$ cat src/rtl/audio_lane_pkg.sv
`timescale 1ns/1ps
package audio_lane_pkg;
    typedef enum logic [1:0] {
        ST_IDLE = 2'd0,
        ST_LOW  = 2'd1,
        ST_HIGH = 2'd2
    } seq_state_t;
endpackage

$ cat src/rtl/host_byte_collector.sv
`timescale 1ns/1ps
module host_byte_collector #(
    parameter int LANES    = 4,
    parameter int SAMPLE_W = 24
) (
    input  logic                clk,
    input  logic                rst_n,
    input  logic                host_sel,
    input  logic                host_wr,
    input  logic [7:0]          host_data,
    output logic [LANES-1:0]    push,
    output logic [SAMPLE_W-1:0] sample
);
    localparam int BPS = SAMPLE_W / 8;
    localparam int BW  = (BPS > 1) ? $clog2(BPS) : 1;
    localparam int LW  = (LANES > 1) ? $clog2(LANES) : 1;

    logic [BW-1:0]       byte_idx;
    logic [LW-1:0]       lane_idx;
    logic [SAMPLE_W-9:0] acc;

    always_ff @(posedge clk) begin
        if (!rst_n) begin
            byte_idx <= '0;
            lane_idx <= '0;
            acc      <= '0;
            push     <= '0;
            sample   <= '0;
        end else begin
            push <= '0;
            if (!host_sel) begin
                // dropping select abandons any partial sample
                byte_idx <= '0;
                lane_idx <= '0;
            end else if (host_wr) begin
                acc <= {acc[SAMPLE_W-17:0], host_data};
                if (byte_idx == BW'(BPS-1)) begin
                    byte_idx <= '0;
                    sample   <= {acc, host_data};
                    push     <= LANES'(1) << lane_idx;
                    lane_idx <= (lane_idx == LW'(LANES-1)) ? '0 : lane_idx + 1'b1;
                end else begin
                    byte_idx <= byte_idx + 1'b1;
                end
            end
        end
    end
endmodule

$ cat src/rtl/lane_fifo.sv
`timescale 1ns/1ps
module lane_fifo #(
    parameter int W     = 24,
    parameter int DEPTH = 4
) (
    input  logic         clk,
    input  logic         rst_n,
    input  logic         wr_en,
    input  logic [W-1:0] wr_data,
    input  logic         rd_en,
    output logic [W-1:0] rd_data,
    output logic         empty
);
    localparam int AW = (DEPTH > 1) ? $clog2(DEPTH) : 1;
    localparam int CW = $clog2(DEPTH + 1);

    logic [W-1:0]  mem [DEPTH];
    logic [AW-1:0] wp, rp;
    logic [CW-1:0] cnt;
    logic          full, do_wr, do_rd;

    assign full    = (cnt == CW'(DEPTH));
    assign empty   = (cnt == '0);
    assign do_wr   = wr_en && (!full || rd_en);
    assign do_rd   = rd_en && !empty;
    assign rd_data = mem[rp];

    always_ff @(posedge clk) begin
        if (do_wr) mem[wp] <= wr_data;
    end

    always_ff @(posedge clk) begin
        if (!rst_n) begin
            wp  <= '0;
            rp  <= '0;
            cnt <= '0;
        end else begin
            if (do_wr) wp <= (wp == AW'(DEPTH-1)) ? '0 : wp + 1'b1;
            if (do_rd) rp <= (rp == AW'(DEPTH-1)) ? '0 : rp + 1'b1;
            cnt <= cnt + CW'(do_wr) - CW'(do_rd);
        end
    end

    // the sequencer must never pop a lane it found empty
    a_r9_no_empty_read: assert property (@(posedge clk) disable iff (!rst_n)
        rd_en |-> !empty);
endmodule

$ cat src/rtl/slot_former.sv
`timescale 1ns/1ps
module slot_former #(
    parameter int SAMPLE_W = 24,
    parameter int SLOT_W   = 32,
    parameter int CH_W     = 3
) (
    input  logic [SAMPLE_W-1:0] sample,
    input  logic [CH_W-1:0]     chan,
    input  logic                valid,
    output logic [SLOT_W-1:0]   word
);
    localparam int PAD    = SLOT_W - SAMPLE_W - 1 - CH_W;
    localparam int ONES_W = $clog2(SAMPLE_W + 1);
    localparam int HI_LIM = (SAMPLE_W * 2) / 3;
    localparam int LO_LIM = SAMPLE_W / 3;

    logic [ONES_W-1:0]   ones;
    logic [SAMPLE_W-1:0] mask;
    logic [SAMPLE_W-1:0] payload;
    logic                inv;

    always_comb begin
        ones = '0;
        for (int i = 0; i < SAMPLE_W; i++) begin
            ones    = ones + ONES_W'(sample[i]);
            mask[i] = (i % 2 == 0);
        end
        // invert when the ones count leaves the middle band
        inv     = (ones > ONES_W'(HI_LIM)) || (ones < ONES_W'(LO_LIM));
        payload = inv ? (sample ^ mask) : sample;
        word    = valid ? {payload, inv, chan, {PAD{1'b0}}} : '0;
    end
endmodule

$ cat src/rtl/audio_lane_tx.sv
`timescale 1ns/1ps
module audio_lane_tx
    import audio_lane_pkg::*;
#(
    parameter int LANES      = 4,
    parameter int SAMPLE_W   = 24,
    parameter int SLOT_W     = 32,
    parameter int CH_W       = 3,
    parameter int FIFO_DEPTH = 4,
    parameter int FS_LEN     = 8
) (
    input  logic             clk,
    input  logic             rst_n,
    input  logic             host_sel,
    input  logic             host_wr,
    input  logic [7:0]       host_data,
    output logic             sclk_o,
    output logic             fs_o,
    output logic [LANES-1:0] sd_o,
    output logic [LANES-1:0] underrun_o
);
    localparam int BW = $clog2(SLOT_W);

    seq_state_t          state, state_nx;
    logic [LANES-1:0]    push, empty, rd_en, underrun;
    logic [SAMPLE_W-1:0] sample;
    logic [SAMPLE_W-1:0] head  [LANES];
    logic [SLOT_W-1:0]   word  [LANES];
    logic [SLOT_W-1:0]   shreg [LANES];
    logic [BW-1:0]       bit_cnt;
    logic [CH_W-1:0]     chan_cnt, load_chan;
    logic                all_ready, last_bit, load;

    host_byte_collector #(.LANES(LANES), .SAMPLE_W(SAMPLE_W)) i_collect (
        .clk(clk), .rst_n(rst_n), .host_sel(host_sel), .host_wr(host_wr),
        .host_data(host_data), .push(push), .sample(sample)
    );

    for (genvar l = 0; l < LANES; l++) begin : g_lane
        lane_fifo #(.W(SAMPLE_W), .DEPTH(FIFO_DEPTH)) i_fifo (
            .clk(clk), .rst_n(rst_n), .wr_en(push[l]), .wr_data(sample),
            .rd_en(rd_en[l]), .rd_data(head[l]), .empty(empty[l])
        );
        slot_former #(.SAMPLE_W(SAMPLE_W), .SLOT_W(SLOT_W), .CH_W(CH_W)) i_form (
            .sample(head[l]), .chan(load_chan), .valid(!empty[l]), .word(word[l])
        );

        // underrun is sticky until reset
        a_r9_underrun_sticky: assert property (@(posedge clk) disable iff (!rst_n)
            $past(underrun[l]) |-> underrun[l]);
    end

    assign all_ready = &(~empty);
    assign last_bit  = (bit_cnt == BW'(SLOT_W-1));
    assign load      = ((state == ST_IDLE) && all_ready) || ((state == ST_HIGH) && last_bit);
    assign load_chan = (state == ST_IDLE) ? '0 : chan_cnt + 1'b1;
    assign rd_en     = {LANES{load}} & ~empty;
    assign underrun_o = underrun;

    // State register
    always_ff @(posedge clk) begin
        if (!rst_n) state <= ST_IDLE;
        else        state <= state_nx;
    end

    // Transitions: START, RISE, FALL
    always_comb begin
        unique case (state)
            ST_IDLE: state_nx = all_ready ? ST_LOW : ST_IDLE;
            ST_LOW:  state_nx = ST_HIGH;
            ST_HIGH: state_nx = ST_LOW;
            default: state_nx = ST_IDLE;
        endcase
    end

    // Slot datapath: load on START or at the last FALL, shift on other FALLs
    always_ff @(posedge clk) begin
        if (!rst_n) begin
            bit_cnt  <= '0;
            chan_cnt <= '0;
            underrun <= '0;
            for (int l = 0; l < LANES; l++) shreg[l] <= '0;
        end else if (load) begin
            bit_cnt  <= '0;
            chan_cnt <= load_chan;
            underrun <= underrun | empty;
            for (int l = 0; l < LANES; l++) shreg[l] <= word[l];
        end else if (state == ST_HIGH) begin
            bit_cnt <= bit_cnt + 1'b1;
            for (int l = 0; l < LANES; l++) shreg[l] <= {shreg[l][SLOT_W-2:0], 1'b0};
        end
    end

    // Outputs
    always_comb begin
        sclk_o = (state == ST_HIGH);
        fs_o   = (state != ST_IDLE) && (bit_cnt >= BW'(SLOT_W-FS_LEN));
        for (int l = 0; l < LANES; l++) sd_o[l] = (state != ST_IDLE) && shreg[l][SLOT_W-1];
    end

    // data holds across the rising edge of the serial clock
    a_r5_hold_on_rise: assert property (@(posedge clk) disable iff (!rst_n)
        $rose(sclk_o) |-> $stable(sd_o));

    // the frame-select window opens on a falling serial clock edge
    a_r8_fs_opens_on_fall: assert property (@(posedge clk) disable iff (!rst_n)
        $rose(fs_o) |-> $fell(sclk_o));

    // each slot reload after a running slot advances the channel by one
    a_r6_chan_advance: assert property (@(posedge clk) disable iff (!rst_n)
        ($past(state) == ST_HIGH && state == ST_LOW && bit_cnt == '0)
            |-> chan_cnt == $past(chan_cnt) + 1'b1);

    // the serial clock only starts once every lane holds data
    a_r4_start_needs_data: assert property (@(posedge clk) disable iff (!rst_n)
        ($past(state) == ST_IDLE && state == ST_LOW) |-> $past(all_ready));
endmodule

$ cat config.mk
export PLATFORM = sky130hd
export DESIGN_NAME = audio_lane_tx
export DESIGN_NICKNAME = d
export VERILOG_FILES = /design/src/rtl/audio_lane_pkg.sv /design/src/rtl/host_byte_collector.sv /design/src/rtl/lane_fifo.sv /design/src/rtl/slot_former.sv /design/src/rtl/audio_lane_tx.sv
export SDC_FILE = /design/constraint.sdc
export NUM_CORES = 1
export LEC_CHECK = 0
export ABC_AREA = 1
export BUFFER_PORTS_ARGS = -buffer_cell sky130_fd_sc_hd__clkbuf_2
export CORE_MARGIN = 2
export CORE_UTILIZATION = 55
export CTS_BUF_LIST = sky130_fd_sc_hd__clkbuf_4 sky130_fd_sc_hd__clkbuf_8
export CTS_CLUSTER_SIZE = 25
export DETAILED_ROUTE_END_ITERATION = 10
export PLACE_DENSITY_LB_ADDON = 0.12
export SKIP_LAST_GASP = 1
export SYNTH_ARGS = -nofsm -noshare
export SYNTH_HDL_FRONTEND = slang
export SYNTH_HIERARCHICAL = 1
export SYNTH_SLANG_ARGS = --single-unit
$ cat constraint.sdc
create_clock -name clk -period 4.6 [get_ports clk]
set_input_delay 0.69 -clock clk [delete_from_list [all_inputs] [get_ports clk]]
set_output_delay 0.69 -clock clk [all_outputs]
set_load 0.02 [all_outputs]
==> reports/metrics.cfg, run 1 <==
[power]
p_sw_w=0.002258
p_leak_nw=14.53
combPwrFrac_pct=1.5
powerDensity_mw_per_mm2=314.8
p_seq_share_pct=54.1
peakVddDrop_v=0.0002379
p_clk_share_pct=44.4
internal_power_w=0.008814
swShare_pct=20.40

[synthesis]
synth.largest_area_cell=edfxtp_1
synth_top_family_by_area=simple AND/OR/NAND/NOR gates
synth_seq_area_share_pct=58.47
synth_top_area_share_pct=51.71
synth_xor_area_share_pct=0.2366
synthTopCellsByArea=edfxtp_1 (52%), nand2_1 (7.7%), dfxtp_1 (6.8%), fa_1 (4.9%), inv_1 (4.1%)
syn_inst=2786
synthAdderAreaFrac_pct=7.401
ys_warn_count=6
synth-seq-cells=610
synthArstFlopShare_pct=0
avgSynthCellArea_um2=10.63
synth_area_mm2=0.02962
synth_compound_area_share_pct=9.260
synth-edff-count=510
yosysUniqueCellTypes=40
muxShareOfSynthArea_pct=0
yosys.area_share.simple_pct=16.80
synthFlopType=edfxtp_1

[timing]
fmax_ghz=0.1850
worst_pin_slew_ns=1.164
report.final.slew_viol_count=0
finalHoldViolations=0
slew_headroom_pct=22.31
setup-violations-final=52
rsz0062_at_grt=true
period_minus_slack_ns=5.405
fin_ws_ns=-0.8048
finalCritPeriodShare_pct=117.5
finClkSkew_ns=0.02968

[hold_path]
whs_endpoint=i_collect/sample[0]
hold_depth=3
hp-class=primary input to flip-flop
hold_start=host_data[0]

[final_layout]
post-route-util_pct=65.74
final-instance-count-excl-fill=3839
area_growth_syn_to_layout_pct=18.74
drive_above_1_share_pct=28.14
nets=3200
fin_area_mm2=0.03517

[worst_setup_path]
ff2ff_path_depth=24
r2r_end=shreg[1][26]
startpoint_type=flip-flop
critical_path_class=flip-flop to flip-flop
r2r_slack_ns=-0.80
required_ns=4.99
critPathCaptureType=flip-flop
worstPathArrival_ns=5.80
critPathMaxFanout=6

[clock_network]
root_buffer=clkbuf_8
cts_made_buffers=100
cts-htree-levels=3
clockBufferDepth=3
cts_num_sinks=610
cts.reportedPaths.clkPinSlew_ns=0.06
cts_tree=done
clk_latency_ns=0.68
cts_hold_buf=0

[routing]
post-route-drc-count=0
avgRoutedWirePerCell_um=18.06
drt_wl_total_um=69320
num_vias=20080
vias_per_cell=5.230
drt_iter0_markers=1757
dr.pass1.iters=6
ant_nets=0

[floorplan]
rows=85
fp.coreArea_mm2=0.05350
die_y_um=236.1
die_w_um=236.1
io_pins=22
initial_core_util_pct=55.37
dieArea_mm2=0.05572

[placed_design]
hpwl_um=43630
gp_congestion=0.8227
place_inst=3581
io_buffers=21
placed_area_mm2=0.03150

[global_route]
grt_pass1_vias=19650
overflow=0
grt_pass1_wl_um=106800
antenna_found_initial=1
grt_max_degree=85
track_usage_pct=24.68

[run]
maxCapViolations=0

[status]
status=complete, but fails checks
violations=negative setup slack

[kinds of logic (layout without fill, tap and decap cells)]
kind of cell,count (synthesis),count (layout)
AO/OA/AOI/OAI,412,412
XOR/XNOR,8,8
adder cells (fa/ha/maj),132,132
buffers and inverters,482,815
flip-flops,610,610
other,4,18
AND/OR/NAND/NOR,1138,1148
[worst max-delay path by stage]
stage	from	to	slack (ns)
2_1_floorplan	flip-flop	shreg[1][18]	-0.40
5_1_grt	flip-flop	shreg[1][26]	-0.99
4_1_cts	flip-flop	shreg[3][14]	-0.76
3_5_place_dp	flip-flop	shreg[3][14]	-0.99
6_report	flip-flop	shreg[1][26]	-0.80
3_3_place_gp	flip-flop	shreg[3][14]	-0.87
[registers in the layout (all words and copies together), names as in the netlist, named ones only]
name and flops:
g_lane.i_fifo/mem 384, shreg 128, i_collect/sample 24, i_collect/acc 16
g_lane.i_fifo/cnt 12, g_lane.i_fifo/rp 8, g_lane.i_fifo/wp 8, bit_cnt 5
i_collect/push 4, underrun_o 4, chan_cnt 3, i_collect/byte_idx 2
i_collect/lane_idx 2, state 2
[critical path, cell delays in order, from the launching register on]
cell       delay, ns
dfxtp_4         0.41
inv_8           0.06
clkbuf_16       0.16
o21ai_4         0.14
o22ai_4         0.09
fa_1            0.56
inv_2           0.04
fa_1            0.52
fa_1            0.43
fa_1            0.53
fa_1            0.41
inv_1           0.07
ha_2            0.19
inv_2           0.05
fa_2            0.55
nand2_1         0.05
nor2_1          0.12
nand2_2         0.12
buf_6           0.15
nand3_4         0.10
nand3_2         0.07
nand2_1         0.07
nor2_1          0.06
nand2_1         0.07
a21oi_1         0.09
[through the flow]
stage          hold slack [ns]  worst slack, ns  total power [W]  setup TNS [ns]
5_1_grt                 0.2883          -0.9946          0.01142          -45.17
4_1_cts                 0.2293          -0.7552          0.01116          -34.20
3_3_place_gp            0.4397          -0.8654         0.006250          -37.02
2_1_floorplan           0.4300          -0.4019         0.006217          -17.69
3_5_place_dp            0.4491          -0.9924         0.006257          -40.25
6_report                0.2790          -0.8048          0.01107          -34.41
[placed cells by master (no fill, tap or decap), drive strengths merged, types with 26 or more instances in the layout]
cell / count
nand2: 621
edfxtp: 510
nor2: 392
inv: 339
buf: 261
o21ai: 210
clkbuf: 184
nand3: 118
dfxtp: 100
a21oi: 100
o22ai: 96
fa: 72
ha: 60
clkinv: 26
[cells in the mapped netlist, types with 7 or more instances]
| cell type | count |
|---|---|
| nand3_1 | 68 |
| inv_1 | 325 |
| nand2_1 | 605 |
| nor2_2 | 83 |
| edfxtp_1 | 510 |
| nor2_1 | 307 |
| o22ai_2 | 80 |
| o22ai_1 | 16 |
| o21ai_0 | 190 |
| ha_1 | 60 |
| o21ai_1 | 20 |
| clkbuf_1 | 19 |
| a21oi_1 | 88 |
| buf_4 | 25 |
| buf_1 | 7 |
| nand3_2 | 37 |
| buf_2 | 54 |
| nand2_2 | 11 |
| buf_6 | 30 |
| a21oi_2 | 12 |
| inv_2 | 14 |
| fa_1 | 72 |
| dfxtp_1 | 100 |
[routing by layer]
| metal | vias up | GRT usage (%) | wire [µm] |
|---|---|---|---|
| met2 | 555 | 39.62 | 32850 |
| li1 | 9743 | - | - |
| met4 | 0 | 7.991 | 1669 |
| met5 | - | 0 | 0 |
| met3 | 91 | 4.014 | 3798 |
| met1 | 9688 | 34.61 | 31000 |
[power by group through the flow]
stage               combinational (W)  clock (W)  sequential (W)
global placement             0.000140          0         0.00611
detailed placement           0.000145          0         0.00611
global route                 0.000185    0.00524         0.00600
finish                       0.000167    0.00491         0.00599
CTS                          0.000154    0.00501         0.00600
floorplan                    0.000115          0         0.00610
[layout make-up]
type                            count  area, µm²
Antenna cell                        2      5.005
Clock buffer                      156       1891
Clock inverter                     31      229.0
Fill cell                        4124      18330
Inverter                          339       1320
Multi-Input combinational cell   1716      10910
Sequential cell                   610      17340
Tap cell                          696      870.8
Timing Repair Buffer              289       2599
[what timing repair did]
action                                  CTS  global route
endpoints found under the setup margin   52            52
gates cloned                             11            11
gates resized for setup                  89           170
pin swaps                                37            63
buffers inserted                         21            26
Power figures use the tool's default switching activity.
==> inputs of run 2 (changes only) <==
SETUP_SLACK_MARGIN = 0.4   (was default)
==> run 2 against run 1 <==
The flow still finishes with violations (negative setup slack). Flip-flop and latch count unchanged. Combinational power about the same. Wire length about the same. Critical endpoint unchanged.
==> reports/metrics.cfg, run 2 (synthesis gave the netlist of run 1 again) <==
[final_layout]
area_growth_syn_to_layout_pct=18.72  ; about the same
largest_reg_flops=384  ; unchanged
n_fill_cell=4126  ; +0.048%
top_register=g_lane.i_fifo/mem
post-route-util_pct=65.73  ; about the same
drive_above_1_share_pct=28.14  ; unchanged
nets=3200  ; unchanged
multi_input_area_mm2=0.01091  ; unchanged
diodes=0  ; -2
reg_top3=g_lane.i_fifo/mem (384), shreg (128), i_collect/sample (24)
final_common_cell=nand2_1
layout_common_cells=nand2_1 (587), edfxtp_1 (510), inv_1 (305)
seq_area_mm2=0.01734  ; unchanged

[power]
p_leak_nw=14.53  ; unchanged
power_w=0.01107  ; about the same
peakVddDrop_v=0.0002379  ; about the same
powerDensity_mw_per_mm2=314.9  ; about the same

[clock_network]
cts-htree-levels=3  ; unchanged
cts.reportedPaths.clkPinSlew_ns=0.06  ; about the same
cts_tree=done
clk_latency_ns=0.68  ; about the same
cts_num_sinks=610  ; unchanged
clockBufferDepth=3  ; unchanged
cts_made_buffers=100  ; unchanged
cts_hold_buf=0  ; unchanged
root_buffer=clkbuf_8

[routing]
drt_wl_total_um=69360  ; about the same
drt_iter0_markers=1709  ; -2.7%
post-route-drc-count=0  ; unchanged
dr.pass1.iters=5  ; -1
num_vias=20090  ; +0.055%
ant_nets=0  ; unchanged
vias_per_cell=5.235  ; +0.11%
avgRoutedWirePerCell_um=18.08  ; +0.11%

[worst_setup_path]
worstPathArrival_ns=5.79  ; about the same
critical_path_class=flip-flop to flip-flop
required_ns=5.00  ; about the same
critPathSlowestCell=fa_1
critPathMaxFanout=6  ; unchanged
critPathCaptureType=flip-flop
cpPeakStageDelay_ns=0.56  ; about the same
startpoint_type=flip-flop
crit_chain=inv_8 > clkbuf_16 > o21ai_4 > o22ai_4 > fa_1 > inv_2 > fa_1 > fa_1 > fa_1 > fa_1 > inv_1 > ha_2 > inv_2 > fa_2 > nand2_1 > nor2_1 > nand2_2 > buf_6 > nand3_4 > nand3_2 > nand2_1 > nor2_1 > nand2_1 > a21oi_1
timing.critical_path.mode_cell=fa_1

[run]
maxCapViolations=0  ; unchanged

[placed_design]
gp_congestion=0.8227  ; unchanged
place_ws_ns=-0.9924  ; unchanged
hpwl_um=43630  ; unchanged
io_buffers=21  ; unchanged

[timing]
fin_ws_ns=-0.7991  ; +0.005742 ns
finalCritPeriodShare_pct=117.4  ; -0.12 points
rsz0062_at_grt=true
finalHoldViolations=0  ; unchanged
report.final.slew_viol_count=0  ; unchanged
fin_setup_tns_ns=-34.33  ; +0.07560 ns
fmax_ghz=0.1852  ; +0.11%
setup-violations-final=52  ; unchanged
period_minus_slack_ns=5.399  ; -0.005742 ns
worst_pin_slew_ns=1.174  ; +0.01037 ns
finClkSkew_ns=0.02977  ; +0.00008850 ns
slew_headroom_pct=21.62  ; -0.69 points

[global_route]
track_usage_pct=24.68  ; unchanged
use_met3_pct=4.014  ; unchanged
overflow=0  ; unchanged
grt_pass1_wl_um=106800  ; unchanged
grt_max_degree=85  ; unchanged
grt-busiest-layer=met2
use_met2_pct=39.62  ; unchanged
antenna_found_initial=1  ; unchanged
grt_pass1_vias=19650  ; unchanged
use_met1_pct=34.61  ; unchanged

[status]
violations=negative setup slack
status=complete, but fails checks

[floorplan]
io_pins=22  ; unchanged
rows=85  ; unchanged
die_y_um=236.1  ; unchanged
die_w_um=236.1  ; unchanged
dieArea_mm2=0.05572  ; unchanged
initial_core_util_pct=55.37  ; unchanged
fp.coreArea_mm2=0.05350  ; unchanged

[hold_path]
hp-class=primary input to flip-flop

run 2: cell count changes in the layout (fill, tap and decap cells not counted):
| cell | previous run | this run |
|---|---|---|
| diode_2 | 2 | 0 |
run 2: path summary, 6_finish.rpt:
path | depth (start not counted) | from | end | slack, ns
max reg2reg | 24 | flip-flop | shreg[1][26] | -0.80
max | 24 | flip-flop | shreg[1][26] | -0.80
min | 3 | host_data[0] | i_collect/sample[0] | 0.28
min reg2reg | 2 | i_collect/acc[10] | i_collect/acc[10] | 0.45
run 2: metal layers:
layer,vias to the layer above,routed length [µm]
met5,-,0
met4,0,1671
met3,91,3672
li1,9742,-
met1,9732,31120
met2,523,32890
run 2: through the flow:
stage | hold WS, ns | cell area [µm²] | cells
after floorplan | 0.4300 | 29870 | 2798
after global placement | 0.4397 | 31500 | 3581
after detailed placement | 0.4491 | 31500 | 3581
after CTS | 0.2293 | 34190 | 3800
after global routing | 0.2883 | 35160 | 3837
final | 0.2792 | 35160 | 3837
run 2: area by class of cell:
| type | instances | area share (%) |
|---|---|---|
| Tap cell | 696 | 2.477 |
| Inverter | 339 | 3.754 |
| Multi-Input combinational cell | 1716 | 31.04 |
| Sequential cell | 610 | 49.31 |
| Clock inverter | 31 | 0.6512 |
| Timing Repair Buffer | 289 | 7.391 |
| Clock buffer | 156 | 5.377 |
run 2: power by group:
part	total [W]	internal, W	switching, W
registers	0.00599	0.00597	0.0000244
logic	0.000167	0.0000615	0.000106
clock network	0.00491	0.00278	0.00213
total	0.0111	0.00881	0.00226
run 2: timing repair:
item                                   4_1_cts  5_1_grt
setup endpoints to repair                   52       52
pin swaps                                   37       63
resized for setup                           89      170
endpoints found under the hold margin        0        0
setup buffers                               21       26
cloned                                      11       11
run 2: worst max-delay path, delay by kind of cell, from the launching register on:
family | cells | cell delay [ns]
fa+ha+maj | 7 | 3.19
simple gates | 8 | 0.66
buf+inv | 6 | 0.53
flops | 1 | 0.41
compound gates | 3 | 0.32
